## src/rtl/sslfsr_pkg.sv

```systemverilog
// Shared types for the jumping LFSR pattern generator.
// Assumes nothing beyond a 1-bit mode select.
package sslfsr_pkg;

    // How the register advances on an enabled clock.
    typedef enum logic {
        ADV_SINGLE = 1'b0,
        ADV_JUMP   = 1'b1
    } adv_mode_e;

endpackage

```

## src/rtl/sslfsr_single_net.sv

```systemverilog
// Single-step Fibonacci feedback network.
// Shifts the state left by one and inserts the parity of the tapped bits at bit 0.
// Assumes TAP_MASK describes a primitive polynomial (bit j set = state bit j tapped).
module sslfsr_single_net #(
    parameter int            N        = 16,
    parameter logic [N-1:0]  TAP_MASK = 16'hB400
) (
    input  logic [N-1:0] cur,
    output logic [N-1:0] nxt
);

    logic fb;

    // Feedback bit: parity of the tapped state bits.
    assign fb = ^(cur & TAP_MASK);

    // Shift toward the MSB and insert the feedback bit.
    assign nxt = {cur[N-2:0], fb};

endmodule

```

## src/rtl/sslfsr_skip_net.sv

```systemverilog
// Jump network: computes the state SKIP single steps ahead in one pass.
// The GF(2) matrix is the SKIP-th power of the single-step matrix and is
// worked out at elaboration; each output bit is the parity of a fixed mask.
// Assumes SKIP >= 1 and the same TAP_MASK as the single-step network.
module sslfsr_skip_net #(
    parameter int            N        = 16,
    parameter logic [N-1:0]  TAP_MASK = 16'hB400,
    parameter int            SKIP     = 8
) (
    input  logic [N-1:0] cur,
    output logic [N-1:0] nxt
);

    localparam int MAT_BITS = N * N;

    // Row i is the mask of starting-state bits whose parity gives bit i after SKIP steps.
    function automatic logic [MAT_BITS-1:0] build_jump_matrix();
        logic [N-1:0][N-1:0] rows;
        logic [N-1:0][N-1:0] nrows;
        logic [MAT_BITS-1:0] flat;
        for (int i = 0; i < N; i++) begin
            rows[i]    = '0;
            rows[i][i] = 1'b1;
        end
        for (int s = 0; s < SKIP; s++) begin
            nrows[0] = '0;
            for (int j = 0; j < N; j++) begin
                if (TAP_MASK[j]) nrows[0] = nrows[0] ^ rows[j];
            end
            for (int i = 1; i < N; i++) begin
                nrows[i] = rows[i-1];
            end
            rows = nrows;
        end
        for (int i = 0; i < N; i++) begin
            flat[i*N +: N] = rows[i];
        end
        return flat;
    endfunction

    localparam logic [MAT_BITS-1:0] JMAT = build_jump_matrix();

    // One parity tree for each output bit.
    generate
        for (genvar gi = 0; gi < N; gi++) begin : g_row
            assign nxt[gi] = ^(cur & JMAT[gi*N +: N]);
        end
    endgenerate

endmodule

```

## src/rtl/sslfsr_seed_guard.sv

```systemverilog
// Seed guard: replaces an all-zero seed with a nonzero default, so the
// register can never enter the lock-up state.
// Assumes DEFAULT_SEED is nonzero.
module sslfsr_seed_guard #(
    parameter int            N            = 16,
    parameter logic [N-1:0]  DEFAULT_SEED = 16'hACE1
) (
    input  logic [N-1:0] seed_in,
    output logic [N-1:0] seed_out
);

    // Substitute the default when the incoming seed is zero.
    assign seed_out = (seed_in == '0) ? DEFAULT_SEED : seed_in;

endmodule

```

## src/rtl/sslfsr_gen.sv

```systemverilog
// Top level of the jumping LFSR pattern generator.
// Priority at each edge: reset, then load, then enable (single step or jump), else hold.
// Assumes synchronous active-low reset and inputs stable around the clock edge.
module sslfsr_gen #(
    parameter int            N            = 16,
    parameter logic [N-1:0]  TAP_MASK     = 16'hB400,
    parameter int            SKIP         = 8,
    parameter logic [N-1:0]  DEFAULT_SEED = 16'hACE1
) (
    input  logic         clk,
    input  logic         rst_n,
    input  logic         en,
    input  logic         load,
    input  logic [N-1:0] seed,
    input  logic         jump,
    output logic [N-1:0] state
);

    import sslfsr_pkg::*;

    logic [N-1:0] state_q;
    logic [N-1:0] single_nxt;
    logic [N-1:0] jump_nxt;
    logic [N-1:0] seed_safe;
    logic [N-1:0] state_d;
    adv_mode_e    mode;

    sslfsr_single_net #(.N(N), .TAP_MASK(TAP_MASK)) u_single (
        .cur (state_q),
        .nxt (single_nxt)
    );

    sslfsr_skip_net #(.N(N), .TAP_MASK(TAP_MASK), .SKIP(SKIP)) u_skip (
        .cur (state_q),
        .nxt (jump_nxt)
    );

    sslfsr_seed_guard #(.N(N), .DEFAULT_SEED(DEFAULT_SEED)) u_guard (
        .seed_in  (seed),
        .seed_out (seed_safe)
    );

    // Decode the mode select into the advance type.
    assign mode = adv_mode_e'(jump);

    // Choose the next state: load first, then the selected advance, else hold.
    always_comb begin
        if (load) begin
            state_d = seed_safe;
        end else if (en) begin
            unique case (mode)
                ADV_JUMP:   state_d = jump_nxt;
                default:    state_d = single_nxt;
            endcase
        end else begin
            state_d = state_q;
        end
    end

    // State register with synchronous active-low reset.
    always_ff @(posedge clk) begin
        if (!rst_n) state_q <= DEFAULT_SEED;
        else        state_q <= state_d;
    end

    assign state = state_q;

endmodule

```

## config.mk

```make
export PLATFORM = sky130hd
export DESIGN_NAME = sslfsr_gen
export DESIGN_NICKNAME = d
export VERILOG_FILES = /design/src/rtl/sslfsr_pkg.sv /design/src/rtl/sslfsr_single_net.sv /design/src/rtl/sslfsr_skip_net.sv /design/src/rtl/sslfsr_seed_guard.sv /design/src/rtl/sslfsr_gen.sv
export SDC_FILE = /design/constraint.sdc
export NUM_CORES = 1
export LEC_CHECK = 0
export ABC_AREA = 0
export CAP_MARGIN = 0
export CORE_MARGIN = 2
export CORE_UTILIZATION = 41
export DETAILED_ROUTE_END_ITERATION = 6
export PLACE_DENSITY = 0.79
export SLEW_MARGIN = 20
export SYNTH_ARGS = -nofsm -noshare
export SYNTH_HDL_FRONTEND = slang
export SYNTH_SLANG_ARGS = --single-unit
```

## constraint.sdc

```tcl
create_clock -name clk -period 1.64 [get_ports clk]
set_input_delay 0.492 -clock clk [delete_from_list [all_inputs] [get_ports clk]]
set_output_delay 0.492 -clock clk [all_outputs]
set_load 0.02 [all_outputs]
```

==> impl_metrics.tcl, run 1 <==
set metrics [dict create \
    outcome "complete, no violations" \
    worstMarginPinSlew_ns 0.3507 \
    place_ws_ns -0.3435 \
    hpwl_microns 2616 \
    worst_ep_arrival_time_ns 1.82 \
    pwr-share-comb_pct 41.8 \
    cts-htree-levels 1 \
    cts_hold_buffers 0 \
    drt_iter0_drc 90 \
    clock_skew_ns 0.01615 \
    yosysWarnings 0 \
    peakVddDrop_mv 0.6466 \
    die-width_microns 55.68 \
    critPathMaxStageDelay_ns 0.51 \
    grtUsageTotal_pct 24.27 \
    start_util_pct 43.79 \
    clkTransAtPathRegs_ns 0.11 \
    synth.top_cell.area_share_pct 29.26 \
    maxSlewViolCount 0 \
    critical_path_peak_fanout 17 \
    slowest_stage "clkdlybuf4s50_1" \
    cp-start-kind "input port" \
    crit_path_end_kind "register" \
    final_net_count 217 \
    ios 37 \
    stdcell_count 225 \
    yosysMostFrequentCell "a21oi_1" \
    root_buffer "clkbuf_4" \
    vias 1319 \
    met3_usage_pct 4.419 \
    die-area_sq_um 3100 \
    ant_nets 0 \
    p_int_mw 0.8085 \
    port_buffers 36 \
    fin_ws_ns 0.02680 \
    clockBufferDepth 2 \
    p_sw_mw 0.4206 \
    grt_use_met1_pct 29.73 \
    relSlewSlack_pct 76.41 \
    leakagePower_nw 0.7617 \
    setup-violations-final 0 \
    viasPerCell 5.862 \
    synthesis.area_sq_um 1095 \
    clkPwrFrac_pct 22.5 \
    ys_ff_latch 16 \
    cts_tree "done" \
    hold_violations 0 \
    drv_cap 0 \
    largest_reg_flops 16 \
    p_per_area_nw_per_um2 709.3 \
    grt_first_pass_wirelength_microns 5906 \
    cp_cell_sequence "clkdlybuf4s50_1, buf_12, mux2i_1, a21oi_1, o22ai_1, nand2_1" \
    use_met2_pct 39.12 \
    cts_sinks 16 \
    grt_max_degree 18 \
    grt_busiest_layer "met2" \
    grt_pass1_vias 1317 \
    grt-ovfl-total 0 \
    period_share_pct 98.37 \
    drt_wl_total_microns 3786 \
    async_flop_share_pct 0 \
    synth_area_leaders "dfxtp_1, xnor2_1, a21oi_1" \
    hold_path_class "reg2reg" \
    synth_common_cells "a21oi_1, dfxtp_1, xnor2_1" \
    dr.pass1.iters 4 \
    drcViolationCount 0 \
    cts-buffers-inserted 3 \
    insertion_delay_ns 0.31 \
    synth_edf_count 0 \
    post_synth.cell_area_avg_sq_um 7.991 \
    p_seq_share_pct 35.8 \
    core_area_sq_um 2500 \
    synthDistinctLibCells 28 \
    max_freq_ghz 0.6199 \
    yosysTopAreaCell "dfxtp_1" \
    p_sw_share_pct 34.22 \
    critPathKind "in2reg" \
    fin_crit_ns 1.613 \
    synthToLayoutAreaGrowth_pct 58.29 \
    drive_gt1_share_pct 20.00 \
    gp_congestion 0.9246 \
    die_y_microns 55.68 \
    diodes 0 \
    antenna_found_initial 0 \
    synth_cells 137 \
    synthesis.nets 158 \
    synth_ff_type "dfxtp_1" \
    wire_per_inst_microns 16.83 \
    required_ns 1.85 \
    place_inst 220 \
    rows 18 \
    synth_seq_area_share_pct 29.26 \
]
==> path summary, 6_finish.rpt <==
kind	slack, ns	from	end	depth (start not counted)
hold / removal	0.61	state[2]$_SDFFE_PN0P_	state[2]$_SDFFE_PN0P_	2
hold reg to reg	0.61	state[2]$_SDFFE_PN0P_	state[2]$_SDFFE_PN0P_	2
setup reg to reg	0.23	state[10]$_SDFFE_PN1P_	state[0]$_SDFFE_PN1P_	5
setup / recovery	0.03	jump	state[10]$_SDFFE_PN1P_	6
==> cell usage in the layout (no fill, tap or decap), types with 2 or more instances in the layout <==
cell / count
nor2b_1: 4
nor2_1: 13
clkbuf_4: 3
nand2_1: 8
xnor2_1: 16
o21ai_0: 11
buf_4: 27
dfxtp_1: 16
nand4_1: 3
a211oi_1: 4
a211o_1: 2
mux2i_1: 8
xor2_1: 3
buf_12: 2
nor4_2: 2
inv_1: 2
a21oi_1: 17
o22ai_1: 4
dlymetal6s2s_1: 4
a21o_1: 4
clkdlybuf4s50_1: 16
dlygate4sd2_1: 16
==> final cells by class <==
class	count	area [sq um]
inverters	2	7.507
multi-input cells	108	738.2
well taps	30	37.54
flip-flops and latches	16	320.3
fillers	201	767.0
repair buffers	65	593.1
clock buffers	4	36.28
==> power by group through the flow <==
stage | Sequential, mW | Combinational (mW) | Clock [mW]
floorplan | 0.500 | 0.232 | 0
global placement | 0.448 | 0.501 | 0
detailed placement | 0.449 | 0.511 | 0
CTS | 0.440 | 0.497 | 0.276
global route | 0.444 | 0.546 | 0.303
finish | 0.440 | 0.513 | 0.276
==> timing repair <==
action                                  4_1_cts  5_1_grt
endpoints found under the hold margin         0        0
endpoints found under the setup margin       17        8
gates cloned                                  0        0
setup buffers                                 1        0
pin swaps                                     2        1
gates resized for setup                      17        7
==> cell families after synthesis <==
family | after synthesis | synth area share (%)
buffers and inverters | 13 | 5.828
and+or+nand+nor | 34 | 14.74
DFF | 16 | 29.26
xor gates and xnor gates | 20 | 16.69
AOI/OAI and AO/OA | 46 | 26.17
muxes | 8 | 7.315
==> critical path: cells and delay by family <==
| family | cells | cell delay [ns] |
|---|---|---|
| AO/OA/AOI/OAI | 2 | 0.29 |
| AND/OR/NAND/NOR | 1 | 0.08 |
| multiplexers | 1 | 0.28 |
| buffers and inverters | 2 | 0.68 |
==> layer usage <==
metal  share of wire (%)  up-vias
met5                   0        -
met4                 3.0        0
met3                 9.1       14
met2                  50       93
met1                  38      606
li1                    -      606
==> per-stage QoR <==
stage               hold slack [ns]  setup TNS [ns]  power (mW)  area, sq um  utilization [%]
CTS                          0.5869               0       1.213         1702            68.07
detailed placement           0.5635          -3.280      0.9606         1672            66.87
global placement             0.5713          -3.153      0.9493         1672            66.87
finish                       0.6050               0       1.229         1733            69.32
floorplan                    0.6202               0      0.7314         1095                -
global route                 0.6133        -0.01262       1.294         1733            69.32
(Power assumes the default switching activity.)
==> run 2: changes to the inputs <==
--- a/config.mk
+++ b/config.mk
@@ -10,7 +10,7 @@
 export CORE_MARGIN = 2
 export CORE_UTILIZATION = 41
 export DETAILED_ROUTE_END_ITERATION = 6
-export PLACE_DENSITY = 0.79
+export PLACE_DENSITY = 0.83
 export SLEW_MARGIN = 20
 export SYNTH_ARGS = -nofsm -noshare
 export SYNTH_HDL_FRONTEND = slang
==> impl_metrics.tcl, run 2 (synthesized netlist as in run 1, its figures left out) <==
set metrics [dict create \
    fin_crit_ns 1.672 \
    grtUsageTotal_pct 24.53 \
    clock_skew_ns 0.007815 \
    final_net_count 217 \
    setup-violations-final 1 \
    fin_ws_ns -0.03193 \
    drt_wl_total_microns 4002 \
    ff2ff_path_depth 5 \
    r2r_start "state[10]$_SDFFE_PN1P_" \
    grt_max_degree 18 \
    hold_path_class "in2reg" \
    maxSlewViolCount 0 \
    clkTransAtPathRegs_ns 0.11 \
    antenna_found_initial 0 \
    cts-buffers-inserted 3 \
    vias 1316 \
    mostFrequentLayoutCells "buf_4, dlygate4sd2_1, a21oi_1, xnor2_1, dfxtp_1" \
    gp_congestion 0.9704 \
    worstMarginPinSlew_ns 0.3071 \
    final_common_cell "buf_4" \
    stdcell_count 225 \
    cts_sinks 16 \
    fillers 182 \
    leakagePower_nw 0.7532 \
    critical_path_peak_fanout 3 \
    clockBufferDepth 2 \
    rsz0062_at_grt "yes" \
    die-width_microns 55.68 \
    hold_violations 0 \
    die_y_microns 55.68 \
    start_util_pct 43.79 \
    place_inst 221 \
    drcViolationCount 0 \
    r2r_end "state[0]$_SDFFE_PN1P_" \
    grt_first_pass_wirelength_microns 6099 \
    grt-ovfl-total 0 \
    finalPower_mw 1.244 \
    wire_per_inst_microns 17.79 \
    viasPerCell 5.849 \
    finalInstanceArea_sq_um 1762 \
    root_buffer "clkbuf_4" \
    core_area_sq_um 2500 \
    place_area_sq_um 1679 \
    insertion_delay_ns 0.30 \
    drt_iter0_drc 87 \
    cts-htree-levels 1 \
    drive_gt1_share_pct 21.03 \
    ios 37 \
    cts_hold_buffers 0 \
    peakVddDrop_mv 0.6335 \
    crit_path_end_kind "register" \
    cp-start-kind "input port" \
    ant_nets 0 \
    rows 18 \
    synthToLayoutAreaGrowth_pct 60.91 \
    hold_path_end "state[14]$_SDFFE_PN0P_" \
    required_ns 1.83 \
    relSlewSlack_pct 79.31 \
    critPathKind "in2reg" \
    dr.pass1.iters 4 \
    drv_cap 0 \
    fin_setup_tns_ns -0.03193 \
    p_per_area_nw_per_um2 706.4 \
    outcome "complete, but fails checks" \
    diodes 0 \
    max_freq_ghz 0.5981 \
    period_share_pct 101.9 \
    grt_pass1_vias 1298 \
    largest_reg_flops 16 \
    place_ws_ns -0.2846 \
    r2r_slack_ns 0.26 \
    worst_ep_arrival_time_ns 1.86 \
    hold_start "seed[14]" \
    port_buffers 36 \
    hpwl_microns 2752 \
    die-area_sq_um 3100 \
    worstHoldPathCells 3 \
    cts_tree "done" \
    violations "negative setup slack" \
]
[run 2: cell types whose count changed in the layout (fill, tap and decap cells not counted), sizes merged]
cell / change
clkdlybuf4s50: -1
dlymetal6s2s: -2
dlygate4sd2: +3
[run 2: worst max path at each step]
stage,start,cells past startpoint,endpoint,slack (ns)
5_1_grt,seed[4],6,state[7]$_SDFFE_PN1P_,-0.08
2_1_floorplan,jump,6,state[13]$_SDFFE_PN1P_,0.21
3_5_place_dp,seed[4],6,state[0]$_SDFFE_PN1P_,-0.28
3_3_place_gp,seed[4],6,state[0]$_SDFFE_PN1P_,-0.33
4_1_cts,seed[15],5,state[0]$_SDFFE_PN1P_,0.03
6_report,seed[4],6,state[7]$_SDFFE_PN1P_,-0.03
[run 2: what timing repair did]
item                                    CTS  global route
gates resized for setup                  23             7
setup buffers                             0             0
hold endpoints to repair                  0             0
endpoints found under the setup margin   24             2
pin swaps                                 1             2
[run 2: final cells by class]
class | count | area [sq um] | area share [%]
clock buffers | 4 | 36.28 | 2.060
inverters | 2 | 7.507 | 0.4261
multi-input cells | 108 | 775.7 | 44.03
flip-flops and latches | 16 | 320.3 | 18.18
well taps | 30 | 37.54 | 2.131
repair buffers | 65 | 584.3 | 33.17
[run 2: stage by stage]
step / hold slack [ns] / utilization [%]
2_1_floorplan: 0.6202 / -
3_3_place_gp: 0.5612 / 67.17
3_5_place_dp: 0.6031 / 67.17
4_1_cts: 0.6164 / 68.67
5_1_grt: 0.6276 / 70.47
6_report: 0.5779 / 70.47
[run 2: metal layers]
metal	global-route usage (%)	vias to the layer above	share of wire, %
li1	-	607	-
met1	30.37	600	38
met2	42.69	91	50
met3	5.116	18	8.3
met4	6.969	0	2.8
met5	0	-	0
[run 2: report_power, final]
part | leakage, nW | switching [mW] | internal [mW]
combinational | 0.599 | 0.269 | 0.253
sequential | 0.133 | 0.0224 | 0.420
clock | 0.0210 | 0.145 | 0.136
[run 2: critical path, stage by stage]
cell             delay, ns
clkdlybuf4s50_1       0.52
nor4_4                0.06
buf_4                 0.14
and4_1                0.23
o21ai_0               0.28
nand4_1               0.13
==> run 3: changes to the inputs <==
--- a/config.mk
+++ b/config.mk
@@ -5,12 +5,13 @@
 export SDC_FILE = /design/constraint.sdc
 export NUM_CORES = 1
 export LEC_CHECK = 0
-export ABC_AREA = 0
+export ABC_AREA = 1
 export CAP_MARGIN = 0
+export CORE_ASPECT_RATIO = 1.4
 export CORE_MARGIN = 2
 export CORE_UTILIZATION = 41
 export DETAILED_ROUTE_END_ITERATION = 6
-export PLACE_DENSITY = 0.83
+export PLACE_DENSITY = 0.8
 export SLEW_MARGIN = 20
 export SYNTH_ARGS = -nofsm -noshare
 export SYNTH_HDL_FRONTEND = slang
==> impl_metrics.tcl, run 3 <==
set metrics [dict create \
    synth_compound_area_share_pct 21.30 \
    synth.top_cell.area_share_pct 28.93 \
    yosysTopAreaCell "nand2_1" \
    cts-htree-levels 1 \
    synthToLayoutAreaGrowth_pct 41.51 \
    hold_violations 0 \
    dr.pass1.iters 6 \
    ios 37 \
    post_synth.cell_area_avg_sq_um 5.450 \
    cp_cell_sequence "dlygate4sd2_1" \
    synth_common_cells "nand2_1, a21oi_1, o21ai_0" \
    drive_gt1_share_pct 14.01 \
    synthSimpleGateAreaFrac_pct 40.77 \
    place_inst 342 \
    hold_slack_ns 0.5386 \
    outcome "complete, no violations" \
    peakVddDrop_mv 0.4600 \
    fin_crit_ns 1.525 \
    synth_cells 250 \
    die_y_microns 72.21 \
    synth_top_family_by_area "simple AND/OR/NAND/NOR gates" \
    fin_ws_ns 0.1147 \
    final_net_count 329 \
    cts-buffers-inserted 3 \
    grtUsageTotal_pct 25.38 \
    wire_per_inst_microns 12.25 \
    antenna_found_initial 0 \
    die-width_microns 52.72 \
    synthesis.area_sq_um 1363 \
    ys_ff_latch 16 \
    die-area_sq_um 3807 \
    drt_wl_total_microns 4237 \
    ant_nets 0 \
    setup-violations-final 0 \
    crit_path_end_kind "output pin" \
    drt_iter0_drc 122 \
    slowest_stage "dfxtp_1" \
    cts_sinks 16 \
    clockBufferDepth 2 \
    synth_edf_count 0 \
    drv_cap 0 \
    rsz0062_at_grt "no" \
    clkTransAtPathRegs_ns 0.07 \
    mostFrequentLayoutCells "nand2_1, a21oi_1, buf_4, clkdlybuf4s50_1, o21ai_0" \
    hold_path_class "reg2reg" \
    cts_tree "done" \
    rows 24 \
    cpLargestDelayFamily "flip-flops" \
    gp_congestion 0.9251 \
    cp-start-kind "register" \
    critical_path_peak_fanout 6 \
    cts_hold_buffers 0 \
    largest_reg_flops 16 \
    required_ns 1.15 \
    maxSlewViolCount 0 \
    grt_first_pass_wirelength_microns 7327 \
    root_buffer "clkbuf_8" \
    viasPerCell 5.315 \
    grt_max_degree 15 \
    synthDistinctLibCells 19 \
    synth_adder_area_share_pct 0 \
    final_common_cell "nand2_1" \
    max_freq_ghz 0.6556 \
    relSlewSlack_pct 85.73 \
    synth_mux_area_share_pct 0 \
    grt-ovfl-total 0 \
    vias 1839 \
    hpwl_microns 3349 \
    stdcell_count 346 \
    clock_skew_ns 0.001939 \
    synth_area_leaders "nand2_1, dfxtp_1, a21oi_1" \
    synthesis.nets 271 \
    grt_pass1_vias 1684 \
    start_util_pct 43.21 \
    cp_num_buf_inv 1 \
    async_flop_share_pct 0 \
    worst_ep_arrival_time_ns 1.03 \
    worstMarginPinSlew_ns 0.2117 \
    yosysMostFrequentCell "nand2_1" \
    place_ws_ns -0.1030 \
    diodes 0 \
    port_buffers 36 \
    p_per_area_nw_per_um2 696.1 \
    leakagePower_nw 1.010 \
    synth_ff_type "dfxtp_1" \
    critPathMaxStageDelay_ns 0.42 \
    period_share_pct 93.01 \
    synth_xor_xnor_area_share_pct 1.286 \
    fillers 309 \
    synth_seq_area_share_pct 23.51 \
    drcViolationCount 0 \
    core_area_sq_um 3153 \
    yosysWarnings 0 \
    critPathKind "reg2out" \
    insertion_delay_ns 0.25 \
]
==> run 3: changes by cell type after synthesis, sizes merged, moves of 8 or more <==
cell,before,now
a21oi,17,30
inv,2,26
mux2i,8,0
nand2,8,106
nand3,1,15
o21ai,11,23
xnor2,17,1
==> run 3: layout make-up <==
type	instances	area [sq um]	share of cell area, %
clock buffer	4	55.05	2.855
inverter	26	97.59	5.062
multi-input combinational	198	863.3	44.78
sequential	16	320.3	16.61
tap	39	48.80	2.531
timing repair buffer	63	543.0	28.16
==> run 3: stage by stage <==
stage	instance area [sq um]	total power, mW	util (%)	TNS, ns
after floorplan	1363	0.7756	-	0
after global placement	1893	0.9989	60.04	-0.2691
after detailed placement	1893	1.005	60.04	-0.4940
after CTS	1928	1.340	61.15	0
after global routing	1928	1.428	61.15	0
final	1928	1.342	61.15	0
==> run 3: what timing repair did <==
action | CTS | global route
hold endpoints to repair | 0 | 0
setup buffers | 0 | 0
endpoints found under the setup margin | 16 | 0
resized for setup | 16 | 0
==> run 3: cells by family (layout without fill, tap and decap cells) <==
kind of cell / Yosys count / count (layout)
AND/OR/NAND/NOR: 139 / 139
AO/OA/AOI/OAI: 57 / 57
buffers and inverters: 36 / 93
flip-flops: 16 / 16
XOR/XNOR: 2 / 2
==> run 3: path summary, 6_finish.rpt <==
kind | start | end | slack, ns | cells past startpoint
setup / recovery | state[13]$_SDFFE_PN1P_ | state[13] | 0.11 | 1
hold / removal | state[0]$_SDFFE_PN1P_ | state[0]$_SDFFE_PN1P_ | 0.54 | 2
setup reg to reg | state[10]$_SDFFE_PN1P_ | state[2]$_SDFFE_PN0P_ | 0.46 | 8
hold reg to reg | state[0]$_SDFFE_PN1P_ | state[0]$_SDFFE_PN1P_ | 0.54 | 2
==> run 3: per-layer routing <==
layer | vias up | track usage (%) | part of all wire, %
met5 | - | 0 | 0
met4 | 0 | 10.83 | 3.3
met3 | 14 | 1.852 | 7.2
met2 | 99 | 44.44 | 51
met1 | 818 | 31.15 | 39
li1 | 908 | - | -
==> run 3: power breakdown <==
group / internal, mW / switching, mW
logic: 0.224 / 0.308
registers: 0.423 / 0.0250
clock network: 0.213 / 0.149
